[config.mk]
export PLATFORM = sky130hd
export DESIGN_NAME = bwz_monitor
export DESIGN_NICKNAME = d
export VERILOG_FILES = /design/src/rtl/bwz_pkg.sv /design/src/rtl/bwz_regs.sv /design/src/rtl/bwz_window.sv /design/src/rtl/bwz_zone_engine.sv /design/src/rtl/bwz_monitor.sv
export SDC_FILE = /design/constraint.sdc
export NUM_CORES = 1
export LEC_CHECK = 0
export BUFFER_PORTS_ARGS = -buffer_cell sky130_fd_sc_hd__buf_2
export CAP_MARGIN = 20
export CORE_AREA = 10 10 143 243
export CTS_BUF_LIST = sky130_fd_sc_hd__clkbuf_4
export DETAILED_ROUTE_END_ITERATION = 8
export DIE_AREA = 0 0 153 253
export GPL_ROUTABILITY_DRIVEN = 1
export MAX_ROUTING_LAYER = met4
export PLACE_DENSITY = 0.77
export SLEW_MARGIN = 30
export SYNTH_ARGS = -nofsm -noshare
export SYNTH_HDL_FRONTEND = slang
export SYNTH_SLANG_ARGS = --single-unit
[constraint.sdc]
create_clock -name clk -period 8.8 [get_ports clk]
set_input_delay 0 -clock clk [delete_from_list [all_inputs] [get_ports clk]]
set_output_delay 0 -clock clk [all_outputs]
set_load 0.03 [all_outputs]
[src/rtl/bwz_pkg.sv]
package bwz_pkg;
  localparam int NZ = 4;
  localparam int AW = 5;
  typedef logic [1:0] zone_t;
  typedef logic [7:0] cnt8_t;
  localparam logic [AW-1:0] A_ENABLE   = 5'd0;
  localparam logic [AW-1:0] A_CMD      = 5'd1;
  localparam logic [AW-1:0] A_WINDOW   = 5'd2;
  localparam logic [AW-1:0] A_THR_LO   = 5'd3;
  localparam logic [AW-1:0] A_THR_MID  = 5'd4;
  localparam logic [AW-1:0] A_THR_HI   = 5'd5;
  localparam logic [AW-1:0] A_ACTIONS  = 5'd6;
  localparam logic [AW-1:0] A_REPEAT   = 5'd7;
  localparam logic [AW-1:0] A_STATUS   = 5'd8;
  localparam logic [AW-1:0] A_ZONE_IE  = 5'd9;
  localparam logic [AW-1:0] A_STAT_CLR = 5'd10;
  localparam logic [AW-1:0] A_GLOB_IE  = 5'd11;
  localparam logic [AW-1:0] A_GLOB_CLR = 5'd12;
endpackage

[src/rtl/bwz_regs.sv]
module bwz_regs
  import bwz_pkg::*;
#(
  parameter int WIN_W = 24,
  parameter int THR_W = 12
) (
  input  logic                  clk,
  input  logic                  rst_n,
  input  logic                  wr_en,
  input  logic [AW-1:0]         addr,
  input  logic [31:0]           wdata,
  input  logic [NZ-1:0]         stat,
  input  logic [NZ*THR_W-1:0]   max_flat,
  output logic [31:0]           rdata,
  output logic                  mon_en,
  output logic [WIN_W-1:0]      win_len,
  output logic [THR_W-1:0]      thr_lo,
  output logic [THR_W-1:0]      thr_mid,
  output logic [THR_W-1:0]      thr_hi,
  output logic [8*NZ-1:0]       actions,
  output logic [8*NZ-1:0]       repeats,
  output logic [NZ-1:0]         zone_ie,
  output logic                  glob_ie,
  output logic                  clr_win,
  output logic                  clr_all,
  output logic [NZ-1:0]         stat_clr,
  output logic                  glob_clr
);
  logic we_en, we_win, we_lo, we_mid, we_hi, we_act, we_rpt, we_ie, we_gie;

  always_comb begin
    we_en  = wr_en && (addr == A_ENABLE);
    we_win = wr_en && (addr == A_WINDOW);
    we_lo  = wr_en && (addr == A_THR_LO);
    we_mid = wr_en && (addr == A_THR_MID);
    we_hi  = wr_en && (addr == A_THR_HI);
    we_act = wr_en && (addr == A_ACTIONS);
    we_rpt = wr_en && (addr == A_REPEAT);
    we_ie  = wr_en && (addr == A_ZONE_IE);
    we_gie = wr_en && (addr == A_GLOB_IE);
    clr_win  = wr_en && (addr == A_CMD) && (wdata[0] || wdata[1]);
    clr_all  = wr_en && (addr == A_CMD) && wdata[1];
    stat_clr = (wr_en && (addr == A_STAT_CLR)) ? wdata[NZ-1:0] : '0;
    glob_clr = wr_en && (addr == A_GLOB_CLR) && wdata[0];
  end

  always_ff @(posedge clk or negedge rst_n) begin
    if (!rst_n) begin
      mon_en  <= 1'b0;
      win_len <= '0;
      thr_lo  <= '0;
      thr_mid <= '0;
      thr_hi  <= '0;
      actions <= '0;
      repeats <= '0;
      zone_ie <= '0;
      glob_ie <= 1'b0;
    end else begin
      if (we_en)  mon_en  <= wdata[0];
      if (we_win) win_len <= wdata[WIN_W-1:0];
      if (we_lo)  thr_lo  <= wdata[THR_W-1:0];
      if (we_mid) thr_mid <= wdata[THR_W-1:0];
      if (we_hi)  thr_hi  <= wdata[THR_W-1:0];
      if (we_act) actions <= wdata[8*NZ-1:0];
      if (we_rpt) repeats <= wdata[8*NZ-1:0];
      if (we_ie)  zone_ie <= wdata[NZ-1:0];
      if (we_gie) glob_ie <= wdata[0];
    end
  end

  always_comb begin
    rdata = '0;
    case (addr)
      A_ENABLE:  rdata[0] = mon_en;
      A_WINDOW:  rdata[WIN_W-1:0] = win_len;
      A_THR_LO:  rdata[THR_W-1:0] = thr_lo;
      A_THR_MID: rdata[THR_W-1:0] = thr_mid;
      A_THR_HI:  rdata[THR_W-1:0] = thr_hi;
      A_ACTIONS: rdata[8*NZ-1:0] = actions;
      A_REPEAT:  rdata[8*NZ-1:0] = repeats;
      A_STATUS:  rdata[NZ-1:0] = stat;
      A_ZONE_IE: rdata[NZ-1:0] = zone_ie;
      A_GLOB_IE: rdata[0] = glob_ie;
      default: begin
        if (addr[4] && (addr[3:2] == 2'b00))
          rdata[THR_W-1:0] = max_flat[int'(addr[1:0])*THR_W +: THR_W];
      end
    endcase
  end
endmodule

[src/rtl/bwz_window.sv]
module bwz_window #(
  parameter int WIN_W     = 24,
  parameter int THR_W     = 12,
  parameter int UNIT_LOG2 = 16,
  parameter int BYTE_W    = 16
) (
  input  logic              clk,
  input  logic              rst_n,
  input  logic              mon_en,
  input  logic              ref_tick,
  input  logic              xfer_valid,
  input  logic [BYTE_W-1:0] xfer_bytes,
  input  logic [WIN_W-1:0]  win_len,
  input  logic              clr,
  output logic              boundary,
  output logic [THR_W-1:0]  total_units
);
  localparam int ACC_W = THR_W + UNIT_LOG2;
  localparam int SUM_W = ((ACC_W > BYTE_W) ? ACC_W : BYTE_W) + 1;
  localparam logic [ACC_W-1:0] ACC_MAX = {ACC_W{1'b1}};

  logic [WIN_W-1:0] tick_q, tick_nxt;
  logic [ACC_W-1:0] acc_q, acc_nxt, base;
  logic [SUM_W-1:0] sum;
  logic             last_tick;

  always_comb begin
    last_tick = ({1'b0, tick_q} + 1'b1) >= {1'b0, win_len};
    boundary  = mon_en && ref_tick && last_tick && !clr;
    total_units = acc_q[ACC_W-1:UNIT_LOG2];

    tick_nxt = tick_q;
    if (clr) tick_nxt = '0;
    else if (mon_en && ref_tick) tick_nxt = last_tick ? '0 : tick_q + 1'b1;

    base = boundary ? '0 : acc_q;
    sum  = SUM_W'(base) + SUM_W'(xfer_bytes);
    acc_nxt = acc_q;
    if (clr) acc_nxt = '0;
    else if (mon_en) begin
      if (xfer_valid)
        acc_nxt = (sum > SUM_W'(ACC_MAX)) ? ACC_MAX : sum[ACC_W-1:0];
      else
        acc_nxt = base;
    end
  end

  always_ff @(posedge clk or negedge rst_n) begin
    if (!rst_n) begin
      tick_q <= '0;
      acc_q  <= '0;
    end else begin
      tick_q <= tick_nxt;
      acc_q  <= acc_nxt;
    end
  end
endmodule

[src/rtl/bwz_zone_engine.sv]
module bwz_zone_engine
  import bwz_pkg::*;
#(
  parameter int THR_W = 12
) (
  input  logic                clk,
  input  logic                rst_n,
  input  logic                boundary,
  input  logic [THR_W-1:0]    total,
  input  logic [THR_W-1:0]    thr_lo,
  input  logic [THR_W-1:0]    thr_mid,
  input  logic [THR_W-1:0]    thr_hi,
  input  logic [8*NZ-1:0]     actions,
  input  logic [8*NZ-1:0]     repeats,
  input  logic                clr_all,
  input  logic [NZ-1:0]       stat_clr,
  output logic [NZ-1:0]       stat,
  output logic [NZ*THR_W-1:0] max_flat
);
  zone_t hit_zone;
  cnt8_t act_hit;

  always_comb begin
    if (total > thr_hi)       hit_zone = 2'd3;
    else if (total > thr_mid) hit_zone = 2'd2;
    else if (total > thr_lo)  hit_zone = 2'd1;
    else                      hit_zone = 2'd0;
    act_hit = actions[int'(hit_zone)*8 +: 8];
  end

  for (genvar z = 0; z < NZ; z++) begin : g_zone
    cnt8_t            cnt_q, cnt_nxt, cnt_base, rpt;
    logic [8:0]       cnt_sum;
    logic             inc, clr, set, st_q, st_nxt;
    logic [THR_W-1:0] max_q, max_nxt;

    always_comb begin
      rpt      = repeats[8*z +: 8];
      inc      = boundary && act_hit[2*z+1];
      clr      = boundary && act_hit[2*z];
      cnt_base = clr ? 8'd0 : cnt_q;
      cnt_sum  = {1'b0, cnt_base} + {8'd0, inc};
      cnt_nxt  = cnt_sum[8] ? 8'hFF : cnt_sum[7:0];
      set      = inc && (cnt_nxt == rpt) && (rpt != 8'hFF);
      st_nxt   = (st_q && !stat_clr[z]) || set;
      max_nxt  = max_q;
      if (boundary && (hit_zone == zone_t'(z)) && (total > max_q)) max_nxt = total;
      if (clr_all) begin
        cnt_nxt = '0;
        st_nxt  = 1'b0;
        max_nxt = '0;
      end
    end

    always_ff @(posedge clk or negedge rst_n) begin
      if (!rst_n) begin
        cnt_q <= '0;
        st_q  <= 1'b0;
        max_q <= '0;
      end else begin
        cnt_q <= cnt_nxt;
        st_q  <= st_nxt;
        max_q <= max_nxt;
      end
    end

    assign stat[z] = st_q;
    assign max_flat[z*THR_W +: THR_W] = max_q;
  end
endmodule

[src/rtl/bwz_monitor.sv]
module bwz_monitor
  import bwz_pkg::*;
#(
  parameter int WIN_W     = 24,
  parameter int THR_W     = 12,
  parameter int UNIT_LOG2 = 16,
  parameter int BYTE_W    = 16
) (
  input  logic              clk,
  input  logic              rst_n,
  input  logic              ref_tick,
  input  logic              xfer_valid,
  input  logic [BYTE_W-1:0] xfer_bytes,
  input  logic              reg_wr,
  input  logic [4:0]        reg_addr,
  input  logic [31:0]       reg_wdata,
  output logic [31:0]       reg_rdata,
  output logic              irq
);
  logic                mon_en, glob_ie, clr_win, clr_all, glob_clr, boundary;
  logic [WIN_W-1:0]    win_len;
  logic [THR_W-1:0]    thr_lo, thr_mid, thr_hi, total_units;
  logic [8*NZ-1:0]     actions, repeats;
  logic [NZ-1:0]       zone_ie, stat_clr, stat;
  logic [NZ*THR_W-1:0] max_flat;
  logic                gpend_q, gpend_nxt;

  bwz_regs #(.WIN_W(WIN_W), .THR_W(THR_W)) u_regs (
    .clk(clk), .rst_n(rst_n), .wr_en(reg_wr), .addr(reg_addr), .wdata(reg_wdata),
    .stat(stat), .max_flat(max_flat), .rdata(reg_rdata), .mon_en(mon_en),
    .win_len(win_len), .thr_lo(thr_lo), .thr_mid(thr_mid), .thr_hi(thr_hi),
    .actions(actions), .repeats(repeats), .zone_ie(zone_ie), .glob_ie(glob_ie),
    .clr_win(clr_win), .clr_all(clr_all), .stat_clr(stat_clr), .glob_clr(glob_clr)
  );

  bwz_window #(.WIN_W(WIN_W), .THR_W(THR_W), .UNIT_LOG2(UNIT_LOG2), .BYTE_W(BYTE_W)) u_window (
    .clk(clk), .rst_n(rst_n), .mon_en(mon_en), .ref_tick(ref_tick),
    .xfer_valid(xfer_valid), .xfer_bytes(xfer_bytes), .win_len(win_len),
    .clr(clr_win), .boundary(boundary), .total_units(total_units)
  );

  bwz_zone_engine #(.THR_W(THR_W)) u_zones (
    .clk(clk), .rst_n(rst_n), .boundary(boundary), .total(total_units),
    .thr_lo(thr_lo), .thr_mid(thr_mid), .thr_hi(thr_hi), .actions(actions),
    .repeats(repeats), .clr_all(clr_all), .stat_clr(stat_clr),
    .stat(stat), .max_flat(max_flat)
  );

  always_comb begin
    gpend_nxt = gpend_q || (glob_ie && |(stat & zone_ie));
    if (glob_clr || clr_all) gpend_nxt = 1'b0;
  end

  always_ff @(posedge clk or negedge rst_n) begin
    if (!rst_n) gpend_q <= 1'b0;
    else        gpend_q <= gpend_nxt;
  end

  assign irq = gpend_q && glob_ie;
endmodule

# Yosys cells after proc, flatten, opt, wreduce, memory -nomap -nowiden
# Cells that the tools add are included.
# Widths: inputs -> output; s select.
# word_totals
elab_cells,183
out_inout_bits,33
input_bits,58
reg_bits,267
# classes
add_sub_neg,7
n_eq_ne,23
mul,1
bitwise_logic,1
mux,43
shifts,2
order_cmp,9
n_reduce_logical,73
# op_table
operator,n
$mux 28,5
$mux 12,9
$mux 8,12
$gt 12x12->1,7
$mux 24,3
$pmux 8 s7,1
$logic_and 1x1->1,49
$shiftx 48x32->12,1
$add 8x1->9,4
$pmux 12 s3,1
$eq 8x8->1,4
$ne 8x8->1 const B,4
$shiftx 32x6->8,1
$add 28x16->29,1
$gt 29x28->1 const B,1
$pmux 3 s9,1
$add 24x1->25 const B,1
$eq 5x4->1 const B,5
$ge 25x24->1,1
$add 24x1->24 const B,1
$eq 5x3->1 const B,4
$pmux 8 s2,1
$reduce_bool 2->1,6
$eq 5x2->1 const B,2
15 further kinds,34

# Logic depth before layout (Yosys ltp)
# Gate-level depths: netlist (run 1).
# depth
ltp_word,14
depth_mapped,33
depth_no_buf,29

# By module
# Synthesis (run 1) repeated with hierarchy kept, for this count alone.
# hier_totals
cells_unflattened,1962
hier_area_um2,18776.8
# modules_own_cells
module,area_each_um2,instances,cells_per_inst,seq_area_each_um2
bwz_zone_engine,7076.8,1,823,2102.0
bwz_regs,6308.6,1,466,3253.1
bwz_window,5320.1,1,665,1301.2
bwz_monitor,71.3,1,8,25.0

# Worst setup path before layout (run 1)
# Ideal clock, no wire load.
# synth_timing
kind,register -> register
from,register u_window.tick_q[2]
to,register u_zones.g_zone[1].st_q
path_stages_with_launch,32
synth_period_minus_slack_ps,7083
arrival_time_ps,7016
required_ps,8733
path_buffers,6
setup_slack_ps,1717
setup_time_ps,67
path_cell_list,dfrtp_1 > and3_1 > nand3_1 > nor2_1 > nand2_1 > nor4_1 > and3_1 > clkbuf_1 > xor2_1 > ha_1 > and3_1 > a221o_1 > a221o_1 > a31o_1 > or3_1 > buf_2 > nand2_1 > clkbuf_1 > clkbuf_1 > clkbuf_1 > a21oi_1 > ha_1 > ha_1 > clkbuf_1 > or3_1 > o21ai_0 > xnor2_1 > nand3_1 > o41ai_1 > a21oi_1 > nor3_1 > a32o_1
# synth_between
elab_chain_cells,13
word_cells_on_any_way,14
cone_classes,add/sub: 2; order compare: 1; eq/ne: 1; mux: 3; reduce/logical: 7
# synth_lines
element,line_no,rtl
"start, declared",bwz_window.sv:22,"logic [WIN_W-1:0] tick_q, tick_nxt;"
"start signal, assigned",bwz_window.sv:53,tick_q <= tick_nxt;
$add 24x1->25 (*),bwz_window.sv:28,"last_tick = ({1'b0, tick_q} + 1'b1) >= {1'b0, win_len};"
$ge 25x24->1 (*),bwz_window.sv:28,
$logic_and 1x1->1 (*) (2 in series),bwz_window.sv:29,boundary = mon_en && ref_tick && last_tick && !clr;
$logic_and 1x1->1,bwz_zone_engine.sv:40,clr = boundary && act_hit[2*z];
$mux 8,bwz_zone_engine.sv:41,cnt_base = clr ? 8'd0 : cnt_q;
$add 8x1->9,bwz_zone_engine.sv:42,"cnt_sum = {1'b0, cnt_base} + {8'd0, inc};"
$mux 8,bwz_zone_engine.sv:43,cnt_nxt = cnt_sum[8] ? 8'hFF : cnt_sum[7:0];
$eq 8x8->1,bwz_zone_engine.sv:44,set = inc && (cnt_nxt == rpt) && (rpt != 8'hFF);
$logic_and 1x1->1 (*) (2 in series),bwz_zone_engine.sv:44,
$logic_or 1x1->1 (*),bwz_zone_engine.sv:45,st_nxt = (st_q && !stat_clr[z]) || set;
$mux 1 (*),bwz_zone_engine.sv:48,if (clr_all) begin
net u_zones.g_zone[1].st_nxt,bwz_zone_engine.sv:34,"logic inc, clr, set, st_q, st_nxt;"
"end signal, assigned",bwz_zone_engine.sv:62,st_q <= st_nxt;
"end, declared",bwz_zone_engine.sv:34,
# The timed path passes the listed nets; every way through them passes the cells marked *.
# A chain may end at the register's enable or synchronous reset.

# Worst setup path after layout (run 1)
# layout_timing
from,register u_window.tick_q[2]
to,register u_window.acc_q[0]
# layout_between
elab_chain_cells,11
# layout_lines
element,line_no,rtl
$add 24x1->25 (*),bwz_window.sv:28,
$ge 25x24->1 (*),bwz_window.sv:28,
$logic_and 1x1->1 (*) (2 in series),bwz_window.sv:29,
$mux 28 (*),bwz_window.sv:36,base = boundary ? '0 : acc_q;
$add 28x16->29,bwz_window.sv:37,sum = SUM_W'(base) + SUM_W'(xfer_bytes);
$gt 29x28->1,bwz_window.sv:42,acc_nxt = (sum > SUM_W'(ACC_MAX)) ? ACC_MAX : sum[ACC_W-1:0];
$mux 28,bwz_window.sv:42,
$mux 28 (*),bwz_window.sv:41,if (xfer_valid)
$mux 28 (*),bwz_window.sv:40,else if (mon_en) begin
$mux 28 (*),bwz_window.sv:39,if (clr) acc_nxt = '0;
"end signal, assigned",bwz_window.sv:54,acc_q <= acc_nxt;
"end, declared",bwz_window.sv:23,"logic [ACC_W-1:0] acc_q, acc_nxt, base;"
# Mark *: on every way between the ends. The rest lies on a longest branch, timed or not. The select of a mux whose other input is x is not followed.

==> reports/results.ini, run 1 <==
[placed_design]
gp_congestion = 0.9799
detailed_place_hpwl_mm = 40.37
io_buffer_count = 90
post-place-cells = 2374
placed_area_um2 = 19010

[synthesis]
ys_ff_latch = 267
synth-compound-area-share_pct = 16.38
synth_fp_nets = 2140
netlist_top_cells_area = dfrtp_1, ha_1, mux2_2, nor2_1, mux2i_1
synth_warnings = 0
synth_edf_count = 0
ys_async_sr_fraction_pct = 100.0
synthSimpleGateAreaFrac_pct = 16.15
synthAdderAreaFrac_pct = 9.038
synthMuxAreaShare_pct = 12.79
synth_seq_area_share_pct = 36.84
synth_top_family_by_area = compound AO/OA/AOI/OAI gates
postSynthAreaPerCell_um2 = 9.262
synth_xor_area_share_pct = 3.864
yosys.area.top_type = dfrtp_1
netlist_instances = 1958
yosysTopAreaCellShare_pct = 36.84
synthFlopType = dfrtp_1
synth_cell_types = 78
netlist_area_um2 = 18130

[critical_path]
cpLargestDelayFamily = simple AND/OR/NAND/NOR gates
cp_common_cell = and3_1
cp_data_arrival_time_ps = 8810
cp-start-kind = flip-flop
slowest_delay_ps = 580
critPathCaptureType = flip-flop
critical_path_class = reg2reg
cp_slowest_cell = dlygate4sd3_1
cp_num_buf_inv = 1
worstPathRequired_ps = 9500
path_max_fanout = 11

[power_and_ir_drop]
irDropWorstVdd_uv = 140.0
finalPower_mw = 4.509
p_per_area_nw_per_um2 = 218.8
p_leak_nw = 9.915

[sta]
relSlewSlack_pct = 35.75
tightest_slew_ps = 960.9
max_freq_mhz = 123.3
hold_viol = 0
period_needed_ps = 8113
finalCritPeriodShare_pct = 92.20
maxSlewViolCount = 0
setup_viol_count_final = 0
skew_ps = 49.38

[route]
postRouteAntennaNets = 0
drt_iter0_markers = 1374
wirelength_mm = 55.63
dr.pass1.iters = 9
dr_total_vias = 16400
wl_per_cell_um = 21.68
vias_per_cell = 6.391
drcViolationCount = 0

[global_routing]
track_usage_pct = 28.97
grt_first_pass_wirelength_mm = 88.30
grt_max_degree = 168
antenna_found_initial = 1
overflow = 0
grt_pass1_vias = 16840

[cells_and_area]
stdcell_count = 2566
finalNetCount = 2308
final_area_um2 = 20600
nFillCells = 2470
syn_to_final_growth_pct = 13.61
drive_gt1_share_pct = 18.22
final_util_pct = 67.27

[clock_network]
cts_tree = built
cts_sinks = 267
cts_buffers = 69
htreeDepth = 3
clock_latency_ps = 790
clkTransAtPathRegs_ps = 70
post_cts_buffers = 0
cts_root_buf = clkbuf_4
cts_max_path_buffers = 3

[die]
die_area_um2 = 38710
rows = 85
die_w_um = 153
die_y_um = 253
core_area_um2 = 30630
start_util_pct = 59.21
ios = 91

[run]
drv_cap = 0

[outcome]
outcome = completed

[min_path]
hp-class = in2reg

cell usage in the layout, fill, tap and decap left out, types with 40 or more instances in the layout:
| cell | Yosys | final |
|---|---|---|
| mux2_2 | 133 | 133 |
| dfrtp_1 | 267 | 267 |
| dlygate4sd3_1 | 0 | 70 |
| nand3_1 | 66 | 66 |
| nand2_1 | 143 | 142 |
| ha_1 | 123 | 123 |
| inv_1 | 141 | 141 |
| o21ai_0 | 70 | 70 |
| nor2_1 | 186 | 182 |
| mux2i_1 | 54 | 54 |
| buf_2 | 4 | 89 |
| xnor2_1 | 42 | 42 |
| a21oi_1 | 100 | 100 |
| clkbuf_4 | 0 | 92 |
| nand4_1 | 40 | 40 |
final cells by class:
class | instances | area, µm² | area share [%]
multi-input combinational | 1454 | 10620 | 51.53
sequential | 267 | 6681 | 32.43
timing repair buffer | 193 | 1461 | 7.093
clock buffer | 92 | 690.7 | 3.352
inverter | 141 | 529.3 | 2.569
tap | 391 | 489.2 | 2.374
clock inverter | 26 | 128.9 | 0.6255
antenna | 2 | 5.005 | 0.02429
power by group:
group	internal, mW	switching [mW]	total [mW]
sequential	1.43	0.298	1.73
combinational	0.768	0.950	1.72
clock	0.516	0.544	1.06
layer usage:
metal / GRT usage, % / up-vias / wire, µm
met5: - / - / 0
met4: 21.16 / 0 / 3983
met3: 4.399 / 252 / 3131
met2: 50.08 / 675 / 28550
met1: 29.33 / 8000 / 19960
li1: - / 7472 / -
flip-flops by register name (all words and copies together), names as in the netlist:
register	flops
gpend_q	1
u_window.acc_q	28
u_zones.g_zone.max_q	48
u_regs.win_len	24
u_regs.thr_mid	12
u_regs.thr_hi	12
u_regs.mon_en	1
u_zones.g_zone.st_q	4
u_regs.zone_ie	4
u_zones.g_zone.cnt_q	32
u_regs.actions	32
u_regs.thr_lo	12
u_regs.glob_ie	1
u_regs.repeats	32
u_window.tick_q	24
timing repair:
item | 4_1_cts | 5_1_grt
gates resized for setup | 0 | 2
hold buffers | 71 | 0
endpoints found under the hold margin | 272 | 0
endpoints found under the setup margin | 0 | 1
worst paths after layout:
kind,startpoint,end,slack (ps),cells past startpoint
worst max register to register,u_window.tick_q[2]$_DFFE_PN0P_,u_window.acc_q[0]$_DFFE_PN0P_,690,28
worst min register to register,u_window.acc_q[1]$_DFFE_PN0P_,u_window.acc_q[1]$_DFFE_PN0P_,490,2
max in group asynchronous,rst_n,u_zones.g_zone[3].cnt_q[6]$_DFF_PN0_,7580,5
min in group asynchronous,rst_n,u_zones.g_zone[0].max_q[0]$_DFFE_PN0P_,310,4
worst min-delay path,xfer_bytes[0],u_window.acc_q[1]$_DFFE_PN0P_,20,5
worst max-delay path,u_window.tick_q[2]$_DFFE_PN0P_,u_window.acc_q[0]$_DFFE_PN0P_,690,28
cells in the mapped netlist (6+ instances only):
master      n
dfrtp_1   267
nor2_1    186
nand2_1   143
inv_1     141
mux2_2    133
ha_1      123
a21oi_1   100
clkbuf_1   82
o21ai_0    70
nand3_1    66
mux2i_1    54
xnor2_1    42
nand4_1    40
xor2_1     38
a21o_1     37
and3_1     30
nor3_1     30
a22oi_1    29
a211oi_1   22
a222oi_1   22
a22o_1     21
o21ai_1    21
and2_1     20
nor2b_1    17
a31oi_1    15
o31ai_1    15
o21a_1     14
mux4_2     12
buf_1      10
nand2b_1   10
or2_2       9
maj3_1      8
nor4b_1     8
o22ai_1     8
or3_1       8
a221oi_1    7
o211ai_1    6
or4_1       6
worst reg2reg max path, delay by kind of cell (launching register included):
kind            cells  cell delay (ps)
xor+xnor            1              170
compound gates     11             3000
simple gates       12             3160
flops               1              450
buf+inv             1              580
fa+ha+maj           3              740
metrics by stage:
step	hold slack, ps	setup TNS, ps	setup WS, ps
floorplan	-295.6	0	1717
global placement	70.60	0	1156
detailed placement	74.25	0	863.3
CTS	0.08871	0	382.4
global route	39.24	-12.48	-12.48
finish	24.23	0	686.7
logic make-up (layout without fill, tap and decap cells):
logic type / count (synthesis) / in the layout
simple gates: 602 / 602
compound gates: 440 / 440
flops: 267 / 267
buf+inv: 237 / 452
mux: 200 / 200
fa+ha+maj: 132 / 132
xor+xnor: 80 / 80
other cells: 0 / 2
Note: power is estimated with default switching activity, not from simulation.
==> run 2, diff against run 1 <==
--- a/config.mk
+++ b/config.mk
@@ -14,6 +14,7 @@
 export GPL_ROUTABILITY_DRIVEN = 1
 export MAX_ROUTING_LAYER = met4
 export PLACE_DENSITY = 0.77
+export RECOVER_POWER = 100
 export SLEW_MARGIN = 30
 export SYNTH_ARGS = -nofsm -noshare
 export SYNTH_HDL_FRONTEND = slang
==> reports/results.ini, run 2 (synthesis gave the netlist of run 1 again) <==
[critical_path]
critical_path_class = reg2reg
critPathCaptureType = flip-flop
worstPathRequired_ps = 9500
path_max_fanout = 16
cp_data_arrival_time_ps = 8850
slowest_delay_ps = 900
cp-start-kind = flip-flop
cp_slowest_cell = clkbuf_1
reg2reg_slack_ps = 650

[route]
dr.pass1.iters = 7
dr_total_vias = 16430
drcViolationCount = 0
vias_per_cell = 6.401
postRouteAntennaNets = 0
drt_iter0_markers = 1395
wl_per_cell_um = 21.70
wirelength_mm = 55.67

[global_routing]
antenna_found_initial = 1
grt_pass1_vias = 16840
track_usage_pct = 28.97
overflow = 0
grt_max_degree = 168
grt_first_pass_wirelength_mm = 88.30

[cells_and_area]
drive_gt1_share_pct = 15.28
largest_reg_flops = 48
layout.cells.most_common_list = dfrtp_1, nor2_1, nand2_1
finalNetCount = 2308
layout_commonest_cell = dfrtp_1
multiInputGateArea_um2 = 10570
final_util_pct = 66.54
register_area_um2 = 6681
nFillCells = 2533
syn_to_final_growth_pct = 12.38
regMostFlops = u_zones.g_zone.max_q

[power_and_ir_drop]
finalPower_mw = 4.499
p_per_area_nw_per_um2 = 220.8
irDropWorstVdd_uv = 137.7
p_leak_nw = 9.657

[placed_design]
gp_congestion = 0.9799
io_buffer_count = 90
detailed_place_hpwl_mm = 40.37
dp_slack_ps = 863.3

[clock_network]
htreeDepth = 3
cts_tree = built
cts_root_buf = clkbuf_4
post_cts_buffers = 0
clkTransAtPathRegs_ps = 70
cts_sinks = 267
clock_latency_ps = 790
cts_buffers = 69
cts_max_path_buffers = 3

[sta]
maxSlewViolCount = 431
fin_ws_ps = 650.1
finalCritPeriodShare_pct = 92.61
setup_tns_ps = 0
hold_viol = 0
max_freq_mhz = 122.7
setup_viol_count_final = 0
period_needed_ps = 8150
relSlewSlack_pct = -278.0
tightest_slew_ps = 5670
skew_ps = 45.11
rsz0062_at_grt = false

[die]
die_area_um2 = 38710
die_y_um = 253
rows = 85
core_area_um2 = 30630
die_w_um = 153
ios = 91
start_util_pct = 59.21

[outcome]
violations = max-capacitance violations, max-slew violations
outcome = finished, violations left

[run]
drv_cap = 8

[min_path]
hp-class = in2reg

-- run 2: cell types whose count changed in the layout (fill, tap and decap cells not counted), sizes merged --
cell	delta
buf	-55
clkbuf	+55
-- run 2: path summary, 6_finish.rpt --
path	start	endpoint	cells after the start
min in group asynchronous	rst_n	u_zones.g_zone[0].max_q[0]$_DFFE_PN0P_	4
max in group asynchronous	rst_n	u_window.tick_q[16]$_DFFE_PN0P_	4
setup reg to reg	u_window.tick_q[2]$_DFFE_PN0P_	u_zones.g_zone[3].st_q$_DFF_PN0_	27
hold / removal	xfer_bytes[0]	u_window.acc_q[1]$_DFFE_PN0P_	5
setup / recovery	u_window.tick_q[2]$_DFFE_PN0P_	u_zones.g_zone[3].st_q$_DFF_PN0_	27
hold reg to reg	u_window.acc_q[1]$_DFFE_PN0P_	u_window.acc_q[1]$_DFFE_PN0P_	2
-- run 2: area by class of cell --
cell class | instances | area share (%)
timing repair buffer | 193 | 6.287
sequential | 267 | 32.78
inverter | 141 | 2.597
multi-input combinational | 1454 | 51.88
clock buffer | 92 | 3.389
clock inverter | 26 | 0.6324
tap | 391 | 2.401
antenna | 2 | 0.02456
-- run 2: stage by stage --
step,hold slack (ps),area [µm²],std cells
after floorplan,-295.6,18130,1958
after global routing,39.41,20380,2565
after detailed placement,74.25,19010,2374
after CTS,0.08871,20560,2563
final,19.21,20380,2566
after global placement,70.60,19010,2374
-- run 2: repair_timing --
action | in CTS | in global routing
setup endpoints to repair | 0 | 1
gates resized for setup | 0 | 2
hold buffers | 71 | 0
hold endpoints to repair | 272 | 0
-- run 2: critical path, delay by kind of cell, from the launching register on --
family | cells | cell delay (ps)
adders and majority gates | 3 | 840
buffers and inverters | 3 | 1470
AOI/OAI and AO/OA | 5 | 1310
and+or+nand+nor | 14 | 3580
muxes | 1 | 340
DFF | 1 | 450
xor gates and xnor gates | 1 | 90
-- run 2: routing by layer --
metal / vias up / part of all wire, % / global-route usage [%]
li1: 7486 / - / -
met1: 8014 / 36 / 29.33
met2: 694 / 51 / 50.08
met3: 231 / 5.7 / 4.399
met4: 0 / 7.2 / 21.16
met5: - / 0 / -
-- run 2: where the power goes --
group / total (mW) / internal (mW) / leakage, nW / switching, mW
combinational: 1.71 / 0.759 / 5.65 / 0.946
clock: 1.06 / 0.516 / 0.483 / 0.548
sequential: 1.73 / 1.43 / 3.53 / 0.297
total: 4.50 / 2.71 / 9.66 / 1.79
